[src/rtl/rs_pkg.sv]
package rs_pkg;
    typedef enum logic [1:0] {
        RS_VOID  = 2'd0,
        RS_FLOW  = 2'd1,
        RS_STALL = 2'd2,
        RS_FULL  = 2'd3
    } rs_state_t;
endpackage

[src/rtl/rs_ctrl.sv]
module rs_ctrl
    import rs_pkg::*;
(
    input  logic      clk,
    input  logic      rst_n,
    input  logic      up_valid,
    input  logic      dn_stop,
    output rs_state_t state,
    output logic      main_full,
    output logic      stop_up,
    output logic      ld_main_in,
    output logic      ld_main_aux,
    output logic      ld_aux
);
    rs_state_t state_q, state_d;
    logic      accept, release_dn;

    assign state = state_q;

    // state register
    always_ff @(posedge clk or negedge rst_n) begin
        if (!rst_n) state_q <= RS_VOID;
        else        state_q <= state_d;
    end

    // outputs decoded from the current state
    always_comb begin
        main_full = 1'b0;
        stop_up   = 1'b0;
        unique case (state_q)
            RS_VOID:  begin main_full = 1'b0; stop_up = 1'b0; end
            RS_FLOW:  begin main_full = 1'b1; stop_up = 1'b0; end
            RS_STALL: begin main_full = 1'b1; stop_up = 1'b1; end
            RS_FULL:  begin main_full = 1'b1; stop_up = 1'b1; end
            default:  begin main_full = 1'b0; stop_up = 1'b0; end
        endcase
    end

    assign accept     = up_valid & ~stop_up;
    assign release_dn = ~dn_stop;

    // transitions and register load enables
    always_comb begin
        state_d     = state_q;
        ld_main_in  = 1'b0;
        ld_main_aux = 1'b0;
        ld_aux      = 1'b0;
        unique case (state_q)
            RS_VOID: begin
                if (accept) begin
                    state_d    = RS_FLOW;
                    ld_main_in = 1'b1;
                end
            end
            RS_FLOW: begin
                if (release_dn) begin
                    if (accept) begin
                        state_d    = RS_FLOW;
                        ld_main_in = 1'b1;
                    end else begin
                        state_d = RS_VOID;
                    end
                end else if (accept) begin
                    state_d = RS_FULL;
                    ld_aux  = 1'b1;
                end else begin
                    state_d = RS_STALL;
                end
            end
            RS_STALL: begin
                if (release_dn) state_d = RS_VOID;
            end
            RS_FULL: begin
                if (release_dn) begin
                    state_d     = RS_FLOW;
                    ld_main_aux = 1'b1;
                end
            end
            default: state_d = RS_VOID;
        endcase
    end

    // leaving FULL always lands in FLOW with the auxiliary token promoted
    assert_release_R9: assert property (@(posedge clk) disable iff (!rst_n)
        (state_q == RS_FULL && !dn_stop) |=> (state_q == RS_FLOW && !stop_up));

    // auxiliary register is only written in the one-cycle stop window
    assert_aux_window_R7: assert property (@(posedge clk) disable iff (!rst_n)
        ld_aux |-> (state_q == RS_FLOW && dn_stop && up_valid));
endmodule

[src/rtl/rs_datapath.sv]
module rs_datapath #(
    parameter int DATA_W     = 16,
    parameter bit RESET_DATA = 1'b1
) (
    input  logic              clk,
    input  logic              rst_n,
    input  logic [DATA_W-1:0] in_word,
    input  logic              ld_main_in,
    input  logic              ld_main_aux,
    input  logic              ld_aux,
    output logic [DATA_W-1:0] main_word
);
    localparam logic [DATA_W-1:0] ZERO_W = '0;

    logic [DATA_W-1:0] main_q, aux_q;

    assign main_word = main_q;

    generate
        if (RESET_DATA) begin : g_rst
            always_ff @(posedge clk or negedge rst_n) begin
                if (!rst_n) begin
                    main_q <= ZERO_W;
                    aux_q  <= ZERO_W;
                end else begin
                    if (ld_main_in)       main_q <= in_word;
                    else if (ld_main_aux) main_q <= aux_q;
                    if (ld_aux)           aux_q  <= in_word;
                end
            end
        end else begin : g_norst
            always_ff @(posedge clk) begin
                if (ld_main_in)       main_q <= in_word;
                else if (ld_main_aux) main_q <= aux_q;
                if (ld_aux)           aux_q  <= in_word;
            end
        end
    endgenerate
endmodule

[src/rtl/relay_station.sv]
module relay_station
    import rs_pkg::*;
#(
    parameter int DATA_W     = 16,
    parameter bit RESET_DATA = 1'b1
) (
    input  logic              clk,
    input  logic              rst_n,
    input  logic [DATA_W-1:0] in_data,
    input  logic              in_valid,
    output logic              out_stop,
    output logic [DATA_W-1:0] out_data,
    output logic              out_valid,
    input  logic              in_stop
);
    rs_state_t st;
    logic      main_full, stop_up, ld_main_in, ld_main_aux, ld_aux;

    rs_ctrl u_ctrl (
        .clk         (clk),
        .rst_n       (rst_n),
        .up_valid    (in_valid),
        .dn_stop     (in_stop),
        .state       (st),
        .main_full   (main_full),
        .stop_up     (stop_up),
        .ld_main_in  (ld_main_in),
        .ld_main_aux (ld_main_aux),
        .ld_aux      (ld_aux)
    );

    rs_datapath #(.DATA_W(DATA_W), .RESET_DATA(RESET_DATA)) u_dp (
        .clk         (clk),
        .rst_n       (rst_n),
        .in_word     (in_data),
        .ld_main_in  (ld_main_in),
        .ld_main_aux (ld_main_aux),
        .ld_aux      (ld_aux),
        .main_word   (out_data)
    );

    assign out_valid = main_full;
    assign out_stop  = stop_up;

    // an accepted token that goes straight to the main register shows next cycle
    assert_latency_R2: assert property (@(posedge clk) disable iff (!rst_n)
        (in_valid && !out_stop && (!out_valid || !in_stop))
        |=> (out_valid && out_data == $past(in_data)));

    // a stopped valid token is held
    assert_hold_R4: assert property (@(posedge clk) disable iff (!rst_n)
        (out_valid && in_stop) |=> (out_valid && $stable(out_data)));

    // stop on a valid token is forwarded one cycle later
    assert_stop_raise_R5: assert property (@(posedge clk) disable iff (!rst_n)
        (out_valid && in_stop && !out_stop) |=> out_stop);

    // stop on a void token is absorbed
    assert_void_absorb_R6: assert property (@(posedge clk) disable iff (!rst_n)
        (!out_valid && !out_stop) |=> !out_stop);
endmodule

[config.mk]
export PLATFORM = sky130hd
export DESIGN_NAME = relay_station
export DESIGN_NICKNAME = d
export VERILOG_FILES = /design/src/rtl/rs_pkg.sv /design/src/rtl/rs_ctrl.sv /design/src/rtl/rs_datapath.sv /design/src/rtl/relay_station.sv
export SDC_FILE = /design/constraint.sdc
export NUM_CORES = 1
export LEC_CHECK = 0
export ABC_AREA = 1
export BUFFER_PORTS_ARGS = -buffer_cell sky130_fd_sc_hd__buf_4
export CAP_MARGIN = 20
export CORE_MARGIN = 2
export CORE_UTILIZATION = 50
export CTS_BUF_LIST = sky130_fd_sc_hd__clkbuf_8
export CTS_CLUSTER_SIZE = 16
export DETAILED_ROUTE_END_ITERATION = 16
export PLACE_DENSITY = 0.75
export SYNTH_ARGS = -nofsm -noshare
export SYNTH_HDL_FRONTEND = slang
export SYNTH_SLANG_ARGS = --single-unit
export TNS_END_PERCENT = 5
[constraint.sdc]
create_clock -name clk -period 2.8 [get_ports clk]
set_clock_uncertainty 0.15 [all_clocks]
set_input_delay 0.14 -clock clk [delete_from_list [all_inputs] [get_ports clk]]
set_output_delay 0.14 -clock clk [all_outputs]
set_load 0.05 [all_outputs]
# Word level (Yosys, flattened, before mapping)
# Cells that the tools add are included.
dict set report word_totals {
  wordCells 35
  input_bits 20
  ff_bits 34
  out_inout_bits 18
}
dict set report classes {
  muxes 18
  n_bitwise 2
  reduce_logical 6
  eq_ne 6
}
# cell count
set ops {}
lappend ops {{$mux W16} 2}
lappend ops {{$mux W1} 8}
lappend ops {{$mux W2} 4}
lappend ops {{$pmux W2 S4} 1}
lappend ops {{$pmux W1 S2} 3}
lappend ops {{$eq A2 B2 Y1 const B} 2}
lappend ops {{$ne A2 B2 Y1 const B} 2}
lappend ops {{$reduce_or A2 Y1} 2}
lappend ops {{$reduce_and A3 Y1} 1}
lappend ops {{$reduce_or A3 Y1} 1}
lappend ops {{$eq A2 B1 Y1 const B} 1}
lappend ops {{$logic_not A2 Y1} 1}
lappend ops {{$ne A2 B1 Y1 const B} 1}
lappend ops {{$reduce_bool A2 Y1} 1}
lappend ops {{$and A1 B1 Y1} 1}
lappend ops {{$not A1 Y1} 1}

# Longest topological paths before layout
dict set report logic_depth {
  ltp_word 9
  ltp_mapped 10
  mapped_depth_nobuf 9
}

# Hierarchy
# From an unflattened synthesis, not the netlist that was laid out.
dict set report hier_totals {
  hier_cells 218
  area_unflattened_um2 1661.6
}
# mod area_per_inst_um2 seq_area_each_um2 cells_each instances
set modules_own_cells {}
lappend modules_own_cells {rs_datapath 1448.9 800.8 187 1}
lappend modules_own_cells {rs_ctrl 212.7 50.0 31 1}

# Worst setup path after synthesis
# Ideal clock, no wire load.
dict set report synth_timing {
  path_kind {register to register}
  startpoint {register u_ctrl.state_q[0], in the netlist u_ctrl.state[0]}
  endpoint {register u_dp.main_q[4], in the netlist u_dp.main_word[4]}
  t_required_ps 2532
  synth_period_minus_slack_ps 1779
  path_stages_with_launch 10
  path_slack_ps 1021
  setup_time_ps 118
  t_arrival_ps 1510
  n_path_buf 1
  cell_sequence {dfrtp_1 > inv_1 > ha_1 > inv_1 > nand2_4 > nand2_4 > buf_6 > nand2_1 > nand2_1 > nand2_1}
}
dict set report synth_between {
  elab_chain_len 9
}
# element line_no
set synth_lines {}
lappend synth_lines {{start: declaration} rs_ctrl.sv:15} ;# rs_state_t state_q, state_d;
lappend synth_lines {{start signal: assignment} rs_ctrl.sv:23} ;# else state_q <= state_d;
lappend synth_lines {{$eq A2 B2 Y1, or another cell as far along} rs_ctrl.sv:30} ;# unique case (state_q)
lappend synth_lines {{$reduce_or A2 Y1 (no line)} --}
lappend synth_lines {{$pmux W1 S2} rs_ctrl.sv:30}
lappend synth_lines {{$not A1 Y1} rs_ctrl.sv:39} ;# assign accept = up_valid & ~stop_up;
lappend synth_lines {{$and A1 B1 Y1} rs_ctrl.sv:39}
lappend synth_lines {{$mux W1} {rs_ctrl.sv:50, rs_ctrl.sv:57}}
lappend synth_lines {{$mux W1} rs_ctrl.sv:56} ;# if (release_dn) begin
lappend synth_lines {{$pmux W1 S2} rs_ctrl.sv:48} ;# unique case (state_q)
lappend synth_lines {{$mux W16 / $reduce_bool A2 Y1 (equally long branches)} --}
lappend synth_lines {{end signal: assignment} rs_datapath.sv:26} ;# if (ld_main_in) main_q <= in_word;
lappend synth_lines {{end signal: assignment} rs_datapath.sv:27} ;# else if (ld_main_aux) main_q <= aux_q;
lappend synth_lines {{end: declaration} rs_datapath.sv:15} ;# logic [DATA_W-1:0] main_q, aux_q;
# Parallel ways exist; a longest one is shown, timed or not.
# A chain may end at the register's enable or synchronous reset.

# Final worst setup path
dict set report layout_timing {
  startpoint {register u_ctrl.state_q[0], in the netlist u_ctrl.state[0]}
  endpoint {register u_dp.aux_q[3]}
}
dict set report layout_between {
  elab_chain_len 8
}
# element line_no
set layout_lines {}
lappend layout_lines {{$eq A2 B2 Y1, or another cell as far along} rs_ctrl.sv:30}
lappend layout_lines {{$reduce_or A2 Y1 (no line)} --}
lappend layout_lines {{$pmux W1 S2} rs_ctrl.sv:30}
lappend layout_lines {{$not A1 Y1} rs_ctrl.sv:39}
lappend layout_lines {{$and A1 B1 Y1} rs_ctrl.sv:39}
lappend layout_lines {{$mux W1} rs_ctrl.sv:63} ;# end else if (accept) begin
lappend layout_lines {{$mux W1} rs_ctrl.sv:56}
lappend layout_lines {{$mux W1 *} rs_ctrl.sv:48}
lappend layout_lines {{end signal: assignment} rs_datapath.sv:28} ;# if (ld_aux) aux_q <= in_word;
lappend layout_lines {{end: declaration} rs_datapath.sv:15}
# Every way passes the cells marked *; elsewhere a longest branch is shown, timed or not.

==> qor.txt <==
post-synthesis compound-gate area fraction: 0.05775
result of the run: finished, final reports clean
Post-Synth XOR/XNOR Area: 0
initial core utilization: 0.5283
FILL cells: 300
Crit-path slowest cell: dfrtp_1
headroom to the max-slew limit: 0.7137
Top Family by Delay on Critical Path: simple AND/OR/NAND/NOR gates
Slew Limit Fails: 0
drt total wl: 3701 µm
layout net count: 296
Routed WL per cell: 11.60 µm
Rows: 21
pwr dens: 1242 mW/mm²
layout cells sized above 1: 0.2234
worst path cell trace: inv_1 > ha_1 > inv_2 > nand2_4 > nor2_8 > nand2_4 > nand2_1 > o21ai_2
P_int: 0.001425 W
DRT iter0 DRCs: 67
f_max: 0.5364 GHz
Register Area: 850.8 µm²
clk sinks: 34
Via Count: 1,515
GRT overflow: 0
Hold Vio Cnt, Final: 0
Mapped Cells: 222
die area: 0.004046 mm²
count of state elements after synthesis: 34
multi-input logic area: 744.5 µm²
post-synthesis adder-cell area fraction: 0.02817
clock-pin transition on the worst setup and hold timing paths: 0.07 ns
Finish-stage setup viols: 0
Switch Pwr: 0.001410 W
Worst Path Arrival: 1.87 ns
hold path start: in_data[14]
Clock Power Share: 0.129
Buf/Inv on CP: 2
PortBufs: 37
# diodes: 0
RSZ-0062 raised after global routing: false
cell with the most instances on the worst path: nand2_4
switching part of the total: 0.4973
average size of a mapped cell: 8.003 µm²
first-pass GRT wire length: 6313 µm
drt first pass iters: 4
DR vias/cell: 4.749
CP endpoint kind: flop
io pins: 38
Synth area leader: dfrtp_1
postcts setup bufs: 0
vias in the first global route: 1,391
initial antenna violation count: 0
H-tree depth: 2
clk_lat worst skew: 0.27 ns
Layout area overhead: 28.52%
Mapped Nets: 246
mux contribution to synthesized area: 0
Seq/Total Area, Yosys: 0.4789
Max Cap Viol: 0
Hold Path Class: input pin to flop
core area: 0.003363 mm²
Root Driver: clkbuf_8
Crit Path Category: flop to flop
Die Y: 63.61 µm
share of the synthesized area in the top cell type: 0.4789
Slew @ Worst Pin: 0.4294 ns
largest family of logic cells by synthesized area: simple AND/OR/NAND/NOR gates
drt drc: 0
largest cells by area after synthesis: dfrtp_1, nand2_1, nand3_1
Leak: 1.270 nW
CP startpoint kind: flop
logic gate share of total power: 0.563
Post-Synth Simple-Gate Area: 0.3331
YS warnings: 0
cts bufs inserted: 5
Synth Cell Area: 0.001777 mm²
Max VDD drop: 0.6875 mV
setup tns final: 0 ns
DPL Wire Length: 2378 µm
Power Total: 0.002835 W
Required @ worst endpoint: 2.81 ns
Die W: 63.61 µm
cts repair resizes: 0
Tcrit/Tclk final: 0.6658
clk buf depth: 2
CTS tree: yes
GRT Total Usage: 0.2021
largest net degree at the start of global routing: 35
Worst Path Max Fanout: 32
Synth cell types: 16
GPL Wtd Cong: 0.8079
fin crit period: 1.864 ns
worst reg2reg path startpoint: u_ctrl.state[0]
worst setup path start: u_ctrl.state[0]
Reg power frac: 0.309
slowest stage delay, CP: 0.40 ns
DRT antenna net count: 0
## layout by cell type (no fill, tap or decap)
cell type	instances
buf_4	37
ha_1	4
clkinv_2	1
o21ai_2	6
nand2_2	1
dlygate4sd3_1	16
nor2_4	1
nand3_1	35
clkbuf_8	6
nand2_4	4
nor2_8	1
inv_2	4
inv_1	24
nand2_1	87
o21ai_1	10
dfrtp_1	34
nor2_1	2
## cell usage after synthesis
library cell and number:
nand2_1 87, buf_4 2, o21ai_1 10, inv_1 23
nand2_2 1, o21ai_2 6, nor2_1 2, inv_2 4
dfrtp_1 34, nand2_4 4, buf_2 4, buf_6 4
nor2_4 1, nand3_1 35, nor2_8 1, ha_1 4
## state kept, by name, summed over array words and instances, names as in the netlist
name / count
u_ctrl.state: 2
u_dp.main_word: 16
u_dp.aux_q: 16
## power groups by stage
stage | clock network (W) | registers (W) | logic (W)
6_report | 0.000366 | 0.000875 | 0.00160
5_1_grt | 0.000394 | 0.000907 | 0.00175
4_1_cts | 0.000373 | 0.000874 | 0.00160
3_5_place_dp | 0 | 0.000883 | 0.00158
3_3_place_gp | 0 | 0.000880 | 0.00155
2_1_floorplan | 0 | 0.00128 | 0.000832
## area by class of cell
| class | instances | area share |
|---|---|---|
| Clock buffer | 6 | 0.03616 |
| Inverter | 27 | 0.04438 |
| Clock inverter | 2 | 0.003836 |
| Tap cell | 46 | 0.02521 |
| Timing Repair Buffer | 53 | 0.1918 |
| Multi-Input combinational cell | 151 | 0.3260 |
| Sequential cell | 34 | 0.3726 |
## worst min-delay path, stage by stage
cell and delay [ns]:
buf_4 0.11, inv_1 0.06, o21ai_1 0.08
## layer usage
| layer | vias to the layer above | GRT usage | wire, µm |
|---|---|---|---|
| met2 | 39 | 0.3197 | 1712 |
| met4 | 0 | 0.07609 | 48 |
| met1 | 681 | 0.2758 | 1770 |
| met3 | 4 | 0.03750 | 170 |
| met5 | - | 0 | 0 |
| li1 | 791 | - | - |
## stage by stage
stage,instance area [µm²],instances,setup WS (ns),hold WS (ns),utilization
floorplan,1777,222,1.021,-0.3056,-
global placement,2032,295,1.036,-0.04070,0.6042
detailed placement,2032,295,0.9783,-0.04128,0.6042
CTS,2283,319,0.9582,0.001582,0.6789
global route,2283,319,0.7875,0.006414,0.6789
finish,2283,319,0.9358,0.001205,0.6789
## kinds of logic after synthesis
group,Yosys count
compound gates,16
fa+ha+maj,4
buf+inv,37
flops,34
simple gates,131
## repair_timing
| item | 4_1_cts | 5_1_grt |
|---|---|---|
| setup endpoints to repair | 0 | 0 |
| hold buffers | 16 | 0 |
| hold endpoints to repair | 49 | 0 |
## worst paths after layout
check | to | slack, ns | depth (start not counted)
max | u_dp.aux_q[3] | 0.94 | 8
min | u_dp.aux_q[14] | 0.001 | 3
max reg2reg | u_dp.aux_q[3] | 0.94 | 8
min reg2reg | u_dp.aux_q[2] | 0.34 | 2
max in group asynchronous | u_dp.main_word[15] | 2.00 | 2
min in group asynchronous | u_ctrl.state[0] | 0.20 | 2
(Power assumes the default switching activity.)
